`config.mk`:
```
export PLATFORM = sky130hd
export DESIGN_NAME = uwire_rom_reader
export DESIGN_NICKNAME = d
export VERILOG_FILES = /design/src/rtl/uwire_pkg.sv /design/src/rtl/uwire_sk_gen.sv /design/src/rtl/uwire_width_det.sv /design/src/rtl/uwire_seq.sv /design/src/rtl/uwire_rom_reader.sv
export SDC_FILE = /design/constraint.sdc
export NUM_CORES = 1
export LEC_CHECK = 0
export BUFFER_PORTS_ARGS = -buffer_cell sky130_fd_sc_hd__clkbuf_2
export CORE_MARGIN = 10
export CORE_UTILIZATION = 58
export CTS_BUF_LIST = sky130_fd_sc_hd__clkbuf_8 sky130_fd_sc_hd__clkbuf_16
export DETAILED_ROUTE_END_ITERATION = 16
export PLACE_DENSITY_LB_ADDON = 0.15
export SETUP_SLACK_MARGIN = 0.15
export SYNTH_ARGS = -nofsm -noshare
export SYNTH_HDL_FRONTEND = slang
export SYNTH_SLANG_ARGS = --single-unit
```
`constraint.sdc`:
```
create_clock -name clk -period 2.4 [get_ports clk]
set_input_delay 0.24 -clock clk [delete_from_list [all_inputs] [get_ports clk]]
set_output_delay 0.24 -clock clk [all_outputs]
set_load 0.05 [all_outputs]
```
`src/rtl/uwire_pkg.sv`:
```
package uwire_pkg;

  typedef enum logic [1:0] {
    SEQ_IDLE = 2'd0,
    SEQ_RUN  = 2'd1,
    SEQ_TAIL = 2'd2,
    SEQ_GAP  = 2'd3
  } seq_state_e;

  typedef enum logic [1:0] {
    PH_CMD  = 2'd0,
    PH_ADDR = 2'd1,
    PH_DATA = 2'd2
  } seq_phase_e;

  // start bit, then the two-bit read opcode, sent from bit 2 down to bit 0
  localparam logic [2:0] READ_PREAMBLE = 3'b110;
  localparam int         PREAMBLE_LEN  = 3;

endpackage

```
`src/rtl/uwire_sk_gen.sv`:
```
module uwire_sk_gen #(
  parameter int CLK_DIV = 2
) (
  input  logic clk,
  input  logic rst_n,
  input  logic en_i,
  output logic tick_o
);

  generate
    if (CLK_DIV <= 1) begin : g_nodiv
      assign tick_o = en_i;
    end else begin : g_div
      localparam int CW = $clog2(CLK_DIV);
      localparam logic [CW-1:0] LAST = CW'(CLK_DIV - 1);

      logic [CW-1:0] cnt_q, cnt_d;
      logic          tick_d;

      always_comb begin
        cnt_d  = cnt_q;
        tick_d = 1'b0;
        if (!en_i) begin
          cnt_d = '0;
        end else if (cnt_q == LAST) begin
          cnt_d  = '0;
          tick_d = 1'b1;
        end else begin
          cnt_d = cnt_q + 1'b1;
        end
      end

      always_ff @(posedge clk or negedge rst_n) begin
        if (!rst_n) cnt_q <= '0;
        else        cnt_q <= cnt_d;
      end

      assign tick_o = tick_d;
    end
  endgenerate

endmodule

```
`src/rtl/uwire_width_det.sv`:
```
module uwire_width_det #(
  parameter int MAX_AW      = 8,
  parameter int FALLBACK_AW = 6,
  parameter int AWW         = $clog2(MAX_AW + 1)
) (
  input  logic           clk,
  input  logic           rst_n,
  input  logic           found_i,
  input  logic [AWW-1:0] found_w_i,
  input  logic           fail_i,
  output logic [AWW-1:0] aw_o,
  output logic           valid_o
);

  logic [AWW-1:0] aw_q, aw_d;
  logic           valid_q, valid_d;

  always_comb begin
    aw_d    = aw_q;
    valid_d = valid_q;
    if (!valid_q) begin
      if (found_i) begin
        aw_d    = found_w_i;
        valid_d = 1'b1;
      end else if (fail_i) begin
        aw_d    = AWW'(FALLBACK_AW);
        valid_d = 1'b1;
      end
    end
  end

  always_ff @(posedge clk or negedge rst_n) begin
    if (!rst_n) begin
      aw_q    <= '0;
      valid_q <= 1'b0;
    end else begin
      aw_q    <= aw_d;
      valid_q <= valid_d;
    end
  end

  assign aw_o    = aw_q;
  assign valid_o = valid_q;

endmodule

```
`src/rtl/uwire_seq.sv`:
```
module uwire_seq
  import uwire_pkg::*;
#(
  parameter int DATA_W = 16,
  parameter int MAX_AW = 8,
  parameter int AWW    = $clog2(MAX_AW + 1)
) (
  input  logic              clk,
  input  logic              rst_n,
  input  logic              req_i,
  input  logic [MAX_AW-1:0] addr_i,
  input  logic              do_i,
  input  logic              tick_i,
  input  logic [AWW-1:0]    aw_i,
  input  logic              aw_valid_i,
  output logic              en_o,
  output logic              found_o,
  output logic [AWW-1:0]    found_w_o,
  output logic              fail_o,
  output logic              cs_o,
  output logic              sk_o,
  output logic              di_o,
  output logic              busy_o,
  output logic              done_o,
  output logic              err_o,
  output logic [DATA_W-1:0] data_o
);

  localparam int CNT_MAX = (DATA_W > MAX_AW + 1) ? DATA_W : MAX_AW + 1;
  localparam int CNTW    = $clog2(CNT_MAX + 1);
  localparam logic [CNTW-1:0] K_CMD_LAST  = CNTW'(PREAMBLE_LEN - 1);
  localparam logic [CNTW-1:0] K_DATA_LAST = CNTW'(DATA_W - 1);
  localparam logic [CNTW-1:0] K_PROBE_MAX = CNTW'(MAX_AW);

  seq_state_e        state_q, state_d;
  seq_phase_e        phase_q, phase_d;
  logic [CNTW-1:0]   k_q, k_d;
  logic [MAX_AW-1:0] ash_q, ash_d;
  logic [DATA_W-1:0] shift_q, shift_d;
  logic [DATA_W-1:0] data_q, data_d;
  logic              cs_q, cs_d, sk_q, sk_d, di_q, di_d;
  logic              done_q, done_d, err_q, err_d;
  logic              slot_bit;
  logic              k_at_aw;

  assign k_at_aw = (int'(k_q) == int'(aw_i));

  // bit to present for the slot described by phase_q / k_q
  always_comb begin
    slot_bit = 1'b0;
    unique case (phase_q)
      PH_CMD:  slot_bit = READ_PREAMBLE[K_CMD_LAST - k_q];
      PH_ADDR: slot_bit = ash_q[MAX_AW-1];
      default: slot_bit = 1'b0;
    endcase
  end

  always_comb begin
    state_d   = state_q;
    phase_d   = phase_q;
    k_d       = k_q;
    ash_d     = ash_q;
    shift_d   = shift_q;
    data_d    = data_q;
    cs_d      = cs_q;
    sk_d      = sk_q;
    di_d      = di_q;
    done_d    = 1'b0;
    err_d     = 1'b0;
    found_o   = 1'b0;
    found_w_o = AWW'(k_q);
    fail_o    = 1'b0;

    unique case (state_q)
      SEQ_IDLE: begin
        if (req_i) begin
          state_d = SEQ_RUN;
          phase_d = PH_CMD;
          k_d     = '0;
          cs_d    = 1'b1;
          sk_d    = 1'b0;
          di_d    = READ_PREAMBLE[PREAMBLE_LEN-1];
          ash_d   = aw_valid_i ? (addr_i << (MAX_AW - int'(aw_i))) : '0;
        end
      end

      SEQ_RUN: begin
        if (tick_i) begin
          if (!sk_q) begin
            // rising shift clock: sample the part and advance the slot
            sk_d = 1'b1;
            unique case (phase_q)
              PH_CMD: begin
                if (k_q == K_CMD_LAST) begin
                  phase_d = PH_ADDR;
                  k_d     = '0;
                end else begin
                  k_d = k_q + 1'b1;
                end
              end
              PH_ADDR: begin
                ash_d = ash_q << 1;
                if (!aw_valid_i) begin
                  if (!do_i && (k_q != '0)) begin
                    found_o = 1'b1;
                    phase_d = PH_DATA;
                    k_d     = '0;
                  end else if (k_q == K_PROBE_MAX) begin
                    fail_o  = 1'b1;
                    state_d = SEQ_TAIL;
                    done_d  = 1'b1;
                    err_d   = 1'b1;
                  end else begin
                    k_d = k_q + 1'b1;
                  end
                end else if (k_at_aw) begin
                  if (!do_i) begin
                    phase_d = PH_DATA;
                    k_d     = '0;
                  end else begin
                    state_d = SEQ_TAIL;
                    done_d  = 1'b1;
                    err_d   = 1'b1;
                  end
                end else begin
                  k_d = k_q + 1'b1;
                end
              end
              default: begin
                shift_d = {shift_q[DATA_W-2:0], do_i};
                if (k_q == K_DATA_LAST) begin
                  data_d  = {shift_q[DATA_W-2:0], do_i};
                  state_d = SEQ_TAIL;
                  done_d  = 1'b1;
                end else begin
                  k_d = k_q + 1'b1;
                end
              end
            endcase
          end else begin
            // falling shift clock: present the bit of the current slot
            sk_d = 1'b0;
            di_d = slot_bit;
          end
        end
      end

      SEQ_TAIL: begin
        if (tick_i) begin
          sk_d    = 1'b0;
          cs_d    = 1'b0;
          di_d    = 1'b0;
          k_d     = '0;
          state_d = SEQ_GAP;
        end
      end

      default: begin
        if (tick_i) begin
          if (k_q == CNTW'(1)) begin
            state_d = SEQ_IDLE;
            k_d     = '0;
          end else begin
            k_d = k_q + 1'b1;
          end
        end
      end
    endcase
  end

  always_ff @(posedge clk or negedge rst_n) begin
    if (!rst_n) begin
      state_q <= SEQ_IDLE;
      phase_q <= PH_CMD;
      k_q     <= '0;
      ash_q   <= '0;
      shift_q <= '0;
      data_q  <= '0;
      cs_q    <= 1'b0;
      sk_q    <= 1'b0;
      di_q    <= 1'b0;
      done_q  <= 1'b0;
      err_q   <= 1'b0;
    end else begin
      state_q <= state_d;
      phase_q <= phase_d;
      k_q     <= k_d;
      ash_q   <= ash_d;
      shift_q <= shift_d;
      data_q  <= data_d;
      cs_q    <= cs_d;
      sk_q    <= sk_d;
      di_q    <= di_d;
      done_q  <= done_d;
      err_q   <= err_d;
    end
  end

  assign en_o   = (state_q != SEQ_IDLE);
  assign busy_o = (state_q != SEQ_IDLE);
  assign cs_o   = cs_q;
  assign sk_o   = sk_q;
  assign di_o   = di_q;
  assign done_o = done_q;
  assign err_o  = err_q;
  assign data_o = data_q;

endmodule

```
`src/rtl/uwire_rom_reader.sv`:
```
module uwire_rom_reader #(
  parameter int CLK_DIV     = 2,
  parameter int DATA_W      = 16,
  parameter int MAX_AW      = 8,
  parameter int FALLBACK_AW = 6
) (
  input  logic                         clk,
  input  logic                         rst_n,
  input  logic                         req_i,
  input  logic [MAX_AW-1:0]            addr_i,
  output logic                         busy_o,
  output logic                         done_o,
  output logic                         err_o,
  output logic [DATA_W-1:0]            data_o,
  output logic [$clog2(MAX_AW+1)-1:0]  aw_o,
  output logic                         aw_valid_o,
  output logic                         cs_o,
  output logic                         sk_o,
  output logic                         di_o,
  input  logic                         do_i
);

  localparam int AWW = $clog2(MAX_AW + 1);

  // asynchronous assert, synchronous release
  logic rst_s1_q, rst_s2_q;
  always_ff @(posedge clk or negedge rst_n) begin
    if (!rst_n) begin
      rst_s1_q <= 1'b0;
      rst_s2_q <= 1'b0;
    end else begin
      rst_s1_q <= 1'b1;
      rst_s2_q <= rst_s1_q;
    end
  end

  logic           tick, en;
  logic           found, fail;
  logic [AWW-1:0] found_w;

  uwire_sk_gen #(.CLK_DIV(CLK_DIV)) u_skgen (
    .clk    (clk),
    .rst_n  (rst_s2_q),
    .en_i   (en),
    .tick_o (tick)
  );

  uwire_width_det #(
    .MAX_AW      (MAX_AW),
    .FALLBACK_AW (FALLBACK_AW),
    .AWW         (AWW)
  ) u_wdet (
    .clk       (clk),
    .rst_n     (rst_s2_q),
    .found_i   (found),
    .found_w_i (found_w),
    .fail_i    (fail),
    .aw_o      (aw_o),
    .valid_o   (aw_valid_o)
  );

  uwire_seq #(
    .DATA_W (DATA_W),
    .MAX_AW (MAX_AW),
    .AWW    (AWW)
  ) u_seq (
    .clk        (clk),
    .rst_n      (rst_s2_q),
    .req_i      (req_i),
    .addr_i     (addr_i),
    .do_i       (do_i),
    .tick_i     (tick),
    .aw_i       (aw_o),
    .aw_valid_i (aw_valid_o),
    .en_o       (en),
    .found_o    (found),
    .found_w_o  (found_w),
    .fail_o     (fail),
    .cs_o       (cs_o),
    .sk_o       (sk_o),
    .di_o       (di_o),
    .busy_o     (busy_o),
    .done_o     (done_o),
    .err_o      (err_o),
    .data_o     (data_o)
  );

endmodule

```
==> summary.md, run 1 <==
| Metric | Value |
|---|---|
| Share of cells above drive strength 1 | `between 20% and 30%` |
| CP most frequent cell | `ha_1` |
| Worst VDD drop | `slightly above 0.001 V` |
| Die height | `93.5 um` |
| Crit path arrival time | `between 2 and 2.5 ns` |
| Crit path depth | `9` |
| Synth top area share | `about half` |
| Synthesized area | `between 3000 and 4000 sq um` |
| Cell count after synthesis | `~290` |
| Port buffer count | `38` |
| DR DRC count | `0` |
| Total power | `around 3700 uW` |
| Unique cell type count in the Yosys netlist | `50` |
| Initial DRC count | `between 100 and 150` |
| CTS H-tree depth | `3` |
| EDFF count, synth | `0` |
| FF+latch count, synth | `between 60 and 70` |
| Largest net degree at the start of global routing | `44` |
| First-pass GRT wire length | `11000 um` |
| Die extent in x | `around 94 um` |
| Syn avg cell area | `between 10 and 15 sq um` |
| Slew Limit Headroom | `57.0%` |
| Ports | `39` |
| Sequential share of the synthesized area | `48.7%` |
| Clk sink count | `between 60 and 70` |
| Antenna cells | `0` |
| WP data required | `2.65 ns` |
| Crit. End Element | `flip-flop` |
| Crit-path max cell delay | `roughly 0.51 ns` |
| Max-cap viol count | `0` |
| Syn nets | `just over 300` |
| Final worst-path cycle share | `93.1%` |
| Initial antenna violation count | `0` |
| CP top delay family | `simple AND/OR/NAND/NOR gates` |
| DR pass1 iterations | `4` |
| Clk Latency, worst-skew pair | `0.34 ns` |
| Via count | `around 2400` |
| CTS tree | `built` |
| Startpoint types | `flip-flop` |
| Max clock buf depth | `2` |
| Register share of total power | `between 30% and 40%` |
| Yosys warns | `0` |
| Ys flop type | `dfrtp_1` |
| Largest area contributor in the netlist | `dfrtp_1` |
| Power per cell area | `between 900 and 1000 nW/um^2` |
| Sw power | `approximately 1400 uW` |
| HP Class | `in -> reg` |
| Min cycle time layout | `roughly 2.2 ns` |
| DP Cell Count | `just under 400` |
| Clock power frac | `around a quarter` |
| Post-route setup slack | `0.165 ns` |
| Crit path cell chain | `ha_1 -> and3_1 -> ha_1 -> nand2_1 -> o31ai_2 -> a21oi_2 -> o21bai_2 -> or4_1 -> o211ai_1` |
| Area grow syn2layout | `19.4%` |
| Gate power share | `between 40% and 50%` |
| Vias in the first global route | `2340` |
| ANT nets after route | `0` |
| Initial core utilization | `about three fifths` |
| Internal power | `around 2300 uW` |
| Reg clk slew, reported paths | `~0.070 ns` |
| Synth area leaders | `dfrtp_1, mux2_1, ha_1` |
| Placer Congestion | `roughly 0.9` |
| WP buf/inv | `0` |
| Switch share | `between 30% and 40%` |
| Core area | `5170 sq um` |
| Worst-margin pin slew | `0.643 ns` |
| Final hold violation count | `0` |
| Vias per cell | `~5.7` |
| Tot GR Track Use | `about 16%` |
| Worst slack, placed | `0.125 ns` |
| Drt wl/cell | `~16 um` |
| TNS Setup | `0 ns` |
| Run status | `completed` |
| Crit-path max FO | `4` |
| RSZ-0062 raised after global routing | `true` |
| Final setup viols | `0` |
| Detailed-route wire length | `around 6700 um` |
| Row cnt | `26` |
| CTS root buf | `clkbuf_8` |
| Num CTS Buffers | `9` |
| Non-Filler Instances | `just over 400` |
| GR Overflow Total | `0` |
| Final Net Count | `~360` |
| CP max stage cell | `or4_1` |
| FMAX | `about 450 MHz` |
| Async S/R FF share, synth | `100%` |
| DPL Wire Length | `4730 um` |
| Clock skew after layout | `around 0.012 ns` |
| Design Area, Final | `between 3000 and 4000 sq um` |
| Fin. max-slew vios | `0` |
| Reg2Reg Depth | `9` |
| Cells on Worst Hold Path | `3` |
| Setup CP Type | `reg -> reg` |
| Area after DPL | `3470 sq um` |
| Leak Pwr | `0.00185 uW` |
| Die Footprint | `roughly 8700 sq um` |
[layout make-up]
class                      instances  area, sq um
clock buffer                      10          138
fill                             380         1430
multi-input combinational        199         1540
tap                               70         87.6
inverter                          13         48.8
clock inverter                     6         63.8
sequential                        61         1530
timing repair buffer              56          340
[logic make-up (layout without fill, tap and decap cells)]
logic type,Yosys count,count (layout),share of synthesized area (%)
simple gates,79,79,13.3
flops,61,61,48.7
compound gates,58,58,12.7
mux,44,44,16.1
buf+inv,25,85,3.15
fa+ha+maj,10,10,3.99
xor+xnor,7,7,1.96
other cells,1,1,0.120
[tightest hold or removal path: stages]
cell and delay (ns):
clkbuf_2 0.11, nand3_1 0.07, o21ai_1 0.05
[power groups by stage]
stage / clock network [uW] / logic, uW / registers, uW
after global routing: 984 / 1650 / 1330
after global placement: 0 / 1310 / 1320
after detailed placement: 0 / 1340 / 1330
after floorplan: 0 / 930 / 1400
final: 913 / 1500 / 1310
after CTS: 928 / 1430 / 1310
[timing repair]
action / in CTS / in global routing
setup buffers: 4 / 2
cloned: 0 / 0
setup endpoints to repair: 1 / 16
endpoints found under the hold margin: 2 / 0
hold buffers: 1 / 0
resized for setup: 1 / 5
pin swaps: 1 / 2
[path summary, 6_finish.rpt]
| check | from | to | slack, ns |
|---|---|---|---|
| max in group asynchronous | rst_s2_q | u_seq.data_o[13] | 1.63 |
| worst min-delay path | addr_i[0] | u_seq.ash_q[0] | 0.18 |
| worst max register to register | u_seq.k_q[1] | u_seq.k_q[3] | 0.16 |
| worst max-delay path | u_seq.k_q[1] | u_seq.k_q[3] | 0.16 |
| min in group asynchronous | rst_n | rst_s2_q | 0.20 |
| worst min register to register | rst_s2_q | u_wdet.aw_o[3] | 0.22 |
[registers in the layout, summed over array words and instances (netlist names), 2 cells and up]
register	flops
u_seq.ash_q	8
u_seq.state_q	2
u_seq.phase_q	2
u_seq.shift_q	15
u_seq.k_q	5
u_seq.data_o	16
u_wdet.aw_o	4
[synthesized netlist by cell type (8+ instances only)]
cell,instances
nor2_1,19
nand2_1,20
inv_1,12
mux2i_1,10
nand2b_1,8
mux2_1,28
dfrtp_1,61
a21oi_1,16
ha_1,10
[routing by layer]
layer	vias to the layer above	global-route usage [%]	wire (um)	share of wire (%)
met5	-	0	0	0
met4	0	5.78	113	1.7
met3	11	5.68	380	5.7
met2	56	25.1	3310	50
met1	1159	18.9	2870	43
li1	1127	-	-	-
[stage by stage]
stage	utilization (%)	hold slack, ns
after floorplan	-	-0.0556
after global placement	67.0	0.0251
after detailed placement	67.0	0.0262
after CTS	71.7	0.165
after global routing	72.4	0.204
final	72.4	0.177
[placed cells by master, fill, tap and decap left out, drive strengths merged, types with 8 or more instances in the layout]
cell type  synthesis  final
dfrtp             61     61
clkbuf             7     48
mux2              32     32
nand2             20     20
nor2              19     19
buf                5     17
a21oi             16     16
inv               13     14
o21ai             13     13
mux2i             10     10
ha                10     10
nand2b             8      8
Power figures use the tool's default switching activity.
==> run 2, diff against run 1 <==
- CORE_ASPECT_RATIO: not set -> 2
==> run 2 against run 1 <==
  * Clock skew down 0.0088 ns
  * Fmax up 2.5%
  * Critical endpoint unchanged
  * Final cell count down 4.3%
  * Non-clock buffer count down 6
  * Sequential cell count unchanged
  * Via count down 2.8%
  * Setup slack better by 0.054 ns
  * Clock power down 3.9%
  * First-iteration DRC count unchanged
==> summary.md, run 2 (same netlist as run 1, synthesis figures left out) <==
| Metric | Value |
|---|---|
| Initial DRC count | `around 120` |
| CP max stage cell | `or4_1` |
| Fin. max-slew vios | `0` |
| Final Util | `70.9%` |
| Power per cell area | `~980 nW/um^2` |
| Leak Pwr | `0.00182 uW` |
| GR Overflow Total | `0` |
| Antenna cells | `0` |
| Sw power | `between 1000 and 1500 uW` |
| RSZ-0062 raised after global routing | `true` |
| Hold wc startpoint | `addr_i[0]` |
| Max-cap viol count | `0` |
| Setup CP Type | `reg -> reg` |
| FMAX | `approximately 460 MHz` |
| Final worst-path cycle share | `just over 90%` |
| Largest net degree at the start of global routing | `60` |
| Internal power | `2240 uW` |
| Clock skew after layout | `approximately 0.0029 ns` |
| Crit path arrival time | `approximately 2.4 ns` |
| CTS root buf | `clkbuf_8` |
| WP buf/inv | `0` |
| CTS H-tree depth | `3` |
| Gate power share | `between 30% and 40%` |
| First-pass GRT wire length | `between 10000 and 15000 um` |
| Crit. End Element | `flip-flop` |
| Worst-margin pin slew | `roughly 0.73 ns` |
| WP data required | `2.66 ns` |
| ANT nets after route | `0` |
| Post-CTS Setup Repair Bufs | `0` |
| Row cnt | `37` |
| Reg clk slew, reported paths | `roughly 0.06 ns` |
| Clk Latency, worst-skew pair | `0.34 ns` |
| Clk sink count | `61` |
| Num CTS Buffers | `9` |
| Reg2reg setup slack | `around 0.22 ns` |
| TNS Setup | `0 ns` |
| CP most frequent cell | `ha_1` |
| Min cycle time layout | `2.18 ns` |
| DP Cell Count | `380` |
| Crit-path max cell delay | `0.52 ns` |
| Post-route setup slack | `0.219 ns` |
| Fillers | `about 430` |
| DPL Wire Length | `4810 um` |
| Final Net Count | `around 360` |
| Worst slack, placed | `~0.19 ns` |
| HP Class | `in -> reg` |
| Startpoint types | `flip-flop` |
| Run status | `completed` |
| Crit path cell chain | `ha_1 -> and3_1 -> ha_1 -> nand2_1 -> o31ai_2 -> a21oi_2 -> o21bai_4 -> or4_1 -> o211ai_1` |
| CTS tree | `built` |
| Max reg flops | `16` |
| Via count | `approximately 2300` |
| Final setup viols | `0` |
| Ports | `39` |
| CP Launch Point | `u_seq.k_q[0]` |
| Area grow syn2layout | `17.3%` |
| Port buffer count | `38` |
| Register share of total power | `a little over a third` |
| Initial core utilization | `approximately 60%` |
| CP top delay family | `simple AND/OR/NAND/NOR gates` |
| Worst VDD drop | `approximately 0.0008 V` |
| Tot GR Track Use | `about 16%` |
| Non-Filler Instances | `between 300 and 400` |
| Die height | `between 100 and 150 um` |
| Vias per cell | `5.76` |
| DR DRC count | `0` |
| Clock power frac | `24.3%` |
| Die extent in x | `72.0 um` |
| Final hold violation count | `0` |
| Max clock buf depth | `2` |
| Placer Congestion | `about 0.81` |
| Detailed-route wire length | `approximately 6600 um` |
| Commonest non-fill, non-tap cell in the layout | `dfrtp_1` |
| Most frequent cells in the layout | `dfrtp_1, clkbuf_2, mux2_1` |
| Vias in the first global route | `approximately 2400` |
| Crit-path max FO | `7` |
| Share of cells above drive strength 1 | `a little over a quarter` |
| Slew Limit Headroom | `~51%` |
| Drt wl/cell | `16.5 um` |
| Die Footprint | `8920 sq um` |
| Core area | `5180 sq um` |
| Initial antenna violation count | `0` |
| Total power | `about 3600 uW` |
| Switch share | `a little under two fifths` |
| DR pass1 iterations | `4` |
| Worst R2R Start | `u_seq.k_q[0]` |
==> run 2: changes by cell type in the layout (fill, tap and decap cells not counted), sizes merged <==
cell	previous run	this run
buf	17	11
inv	14	15
clkinv	3	2
==> run 2: area by class of cell <==
type                            instances  area, sq um  area share [%]
Inverter                               13         48.8            1.33
Sequential cell                        61         1530            41.6
Multi-Input combinational cell        199         1550            42.1
Tap cell                               58         72.6            1.97
Timing Repair Buffer                   50          287            7.79
Clock buffer                           10          138            3.74
Clock inverter                          6         55.1            1.50
==> run 2: repair_timing <==
action,CTS,global route
endpoints found under the setup margin,0,13
hold buffers,1,0
hold endpoints to repair,2,0
resized for setup,0,11
==> run 2: power groups by stage <==
stage                     Clock, uW  Combinational [uW]  Sequential [uW]
final                           877                1440             1300
after global routing            942                1600             1320
after CTS                       905                1360             1300
after detailed placement          0                1360             1320
after global placement            0                1340             1310
after floorplan                   0                 930             1400
==> run 2: worst min-delay path: cells and delay by family <==
kind	cells	cell delay (ns)
buf+inv	1	0.11
simple gates	1	0.07
compound gates	1	0.05
==> run 2: stage by stage <==
| stage | hold slack (ns) | instance area (sq um) |
|---|---|---|
| 4_1_cts | 0.157 | 3640 |
| 2_1_floorplan | -0.0556 | 3150 |
| 6_report | 0.171 | 3680 |
| 3_3_place_gp | 0.0245 | 3440 |
| 3_5_place_dp | 0.0265 | 3440 |
| 5_1_grt | 0.170 | 3680 |
==> run 2: final timing paths <==
| path | to | depth (start not counted) |
|---|---|---|
| setup / recovery | u_seq.k_q[3] | 9 |
| hold / removal | u_seq.ash_q[0] | 3 |
| setup reg to reg | u_seq.k_q[3] | 9 |
| hold reg to reg | rst_s2_q | 0 |
| max in group asynchronous | u_wdet.aw_o[0] | 1 |
| min in group asynchronous | rst_s1_q | 2 |
==> run 2: per-layer routing <==
metal / track usage [%] / vias to the layer above / share of wire [%]
met4: 8.03 / 0 / 1.8
met5: 0 / - / 0
met1: 16.0 / 1127 / 37
met3: 4.38 / 10 / 4.4
li1: - / 1108 / -
met2: 28.4 / 43 / 57
==> run 3, diff against run 2 <==
- CORE_UTILIZATION: 58 -> 25
==> run 3 against run 2 <==
  * Via count up 1.7%
  * Fmax up 0.46%
  * Die area up 98%
  * Critical endpoint unchanged
  * First-iteration DRC count down 4.2%
  * Count of clock-buffer cells in the layout down 1
  * Sequential cell count unchanged
  * Design area up 8.7%
  * Wire length up 20%
  * Combinational power up 8%
  * Worst hold slack better by 0.021 ns
  * Utilization down 38 points
  * Highest routed layer unchanged
  * Final cell count up 25%
==> summary.md, run 3 (same netlist as run 1, synthesis figures left out) <==
| Metric | Value |
|---|---|
| Detailed-route wire length | `~7900 um` |
| CP max stage cell | `or4_1` |
| Setup CP Type | `reg -> reg` |
| Final setup viols | `0` |
| Crit-path max cell delay | `roughly 0.5 ns` |
| Run status | `completed` |
| Worst-margin pin slew | `0.524 ns` |
| Sw power | `about 1500 uW` |
| Crit path arrival time | `2.41 ns` |
| Switch share | `34.6%` |
| Worst VDD drop | `roughly 0.00042 V` |
| WP buf/inv | `0` |
| Max clock buf depth | `2` |
| Share of cells above drive strength 1 | `28.4%` |
| Die Footprint | `roughly 18000 sq um` |
| Worst R2R Start | `u_seq.k_q[0]` |
| GR Overflow Total | `0` |
| Leak Pwr | `around 0.0019 uW` |
| Vias in the first global route | `about 2500` |
| Die height | `178 um` |
| Clock skew after layout | `0.00722 ns` |
| HP Class | `in -> reg` |
| DPL Wire Length | `about 6000 um` |
| Power per cell area | `1080 nW/um^2` |
| Total power | `~4300 uW` |
| CTS root buf | `clkbuf_16` |
| Initial antenna violation count | `0` |
| Final worst-path cycle share | `around 90%` |
| Hold wc startpoint | `addr_i[0]` |
| Crit path cell chain | `ha_2 -> and3_1 -> ha_1 -> nand2_1 -> o31ai_2 -> a21oi_2 -> o21bai_4 -> or4_1 -> o211ai_1` |
| Crit. End Element | `flip-flop` |
| TNS Setup | `0 ns` |
| DR pass1 iterations | `4` |
| Max reg flops | `16` |
| Tot GR Track Use | `9.25%` |
| Slew Limit Headroom | `roughly two thirds` |
| Final Net Count | `365` |
| Die extent in x | `99.2 um` |
| RSZ-0062 raised after global routing | `true` |
| DR DRC count | `0` |
| First-pass GRT wire length | `approximately 13000 um` |
| Startpoint types | `flip-flop` |
| Register share of total power | `a little over 30%` |
| Ports | `39` |
| Clk sink count | `61` |
| Final hold violation count | `0` |
| WP data required | `approximately 2.6 ns` |
| Max-cap viol count | `0` |
| CTS H-tree depth | `3` |
| Reg clk slew, reported paths | `0.05 ns` |
| CP Launch Point | `u_seq.k_q[0]` |
| Placer Congestion | `0.791` |
| Clk Latency, worst-skew pair | `about 0.33 ns` |
| CTS tree | `built` |
| Initial core utilization | `around a quarter` |
| ANT nets after route | `0` |
| Gate power share | `a little over a third` |
| Core area | `roughly 12000 sq um` |
| Area after DPL | `3570 sq um` |
| Antenna cells | `0` |
| Clock power frac | `between 30 and 40%` |
| Num CTS Buffers | `9` |
| Most frequent cells in the layout | `dfrtp_1, clkbuf_2, mux2_1` |
| Commonest non-fill, non-tap cell in the layout | `dfrtp_1` |
| Fin. max-slew vios | `0` |
| Non-Filler Instances | `between 400 and 500` |
| Port buffer count | `38` |
| Row cnt | `57` |
| Crit-path max FO | `6` |
| CP top delay family | `simple AND/OR/NAND/NOR gates` |
| Area grow syn2layout | `27.6%` |
| Min cycle time layout | `roughly 2.2 ns` |
| FMAX | `461 MHz` |
| Initial DRC count | `between 100 and 150` |
| Internal power | `roughly 2800 uW` |
| Drt wl/cell | `15.9 um` |
| Largest net degree at the start of global routing | `25` |
| Design Area, Final | `4000 sq um` |
| Via count | `around 2300` |
| DP Cell Count | `around 470` |
| Vias per cell | `4.70` |
==> run 3: cell types whose count changed in the layout (fill, tap and decap cells not counted), moves of 2 or more <==
| cell | before | now |
|---|---|---|
| bufinv_16 | 1 | 3 |
| buf_4 | 10 | 19 |
| clkbuf_8 | 10 | 0 |
| dfrtp_2 | 2 | 4 |
| dfrtp_1 | 59 | 57 |
| clkbuf_16 | 0 | 9 |
==> run 3: metal layers <==
| layer | vias to the layer above | GRT usage [%] | routed length [um] |
|---|---|---|---|
| met2 | 38 | 17.4 | 4430 |
| met4 | 0 | 4.50 | 173 |
| met5 | - | 0 | 0 |
| met1 | 1138 | 9.00 | 2970 |
| met3 | 12 | 2.32 | 308 |
| li1 | 1138 | - | - |
==> run 3: power by group through the flow <==
| stage | combinational (uW) | clock [uW] | sequential [uW] |
|---|---|---|---|
| 2_1_floorplan | 930 | 0 | 1400 |
| 3_3_place_gp | 1400 | 0 | 1330 |
| 3_5_place_dp | 1410 | 0 | 1330 |
| 4_1_cts | 1420 | 1500 | 1320 |
| 5_1_grt | 1720 | 1540 | 1340 |
| 6_report | 1550 | 1460 | 1320 |
==> run 3: area by class of cell <==
type                    count  area [sq um]
fillers                  1248          8200
repair buffers             59           354
clock inverters             7           108
inverters                  13          48.8
multi-input cells         199          1550
flip-flops and latches     61          1530
well taps                 147           184
clock buffers               9           225
==> run 3: stage by stage <==
step / hold slack, ns / setup WS [ns] / util, %
after floorplan: -0.0556 / 0.177 / -
after global placement: 0.0271 / 0.168 / 29.3
after detailed placement: 0.0275 / 0.0998 / 29.3
after CTS: 0.187 / 0.131 / 32.1
after global routing: 0.205 / 0.111 / 32.8
final: 0.193 / 0.229 / 32.8
==> run 3: path summary, 6_finish.rpt <==
kind | endpoint | slack [ns] | depth (start not counted)
worst max register to register | u_seq.k_q[3] | 0.23 | 9
max in group asynchronous | u_seq.data_o[3] | 1.44 | 1
worst min register to register | u_seq.data_o[12] | 0.25 | 0
worst max-delay path | u_seq.k_q[3] | 0.23 | 9
worst min-delay path | u_seq.ash_q[0] | 0.19 | 3
min in group asynchronous | rst_s1_q | 0.22 | 2
==> run 3: timing repair <==
action | CTS | global route
resized for setup | 1 | 11
hold endpoints to repair | 2 | 0
hold buffers | 1 | 0
pin swaps | 1 | 4
gates cloned | 0 | 0
endpoints found under the setup margin | 5 | 16
buffers inserted | 0 | 6
==> run 3: worst reg2reg max path, stage by stage, from the launching register on <==
cell      delay, ns
dfrtp_2        0.44
ha_2           0.21
and3_1         0.18
ha_1           0.20
nand2_1        0.07
o31ai_2        0.06
a21oi_2        0.21
o21bai_4       0.10
or4_1          0.51
o211ai_1       0.11
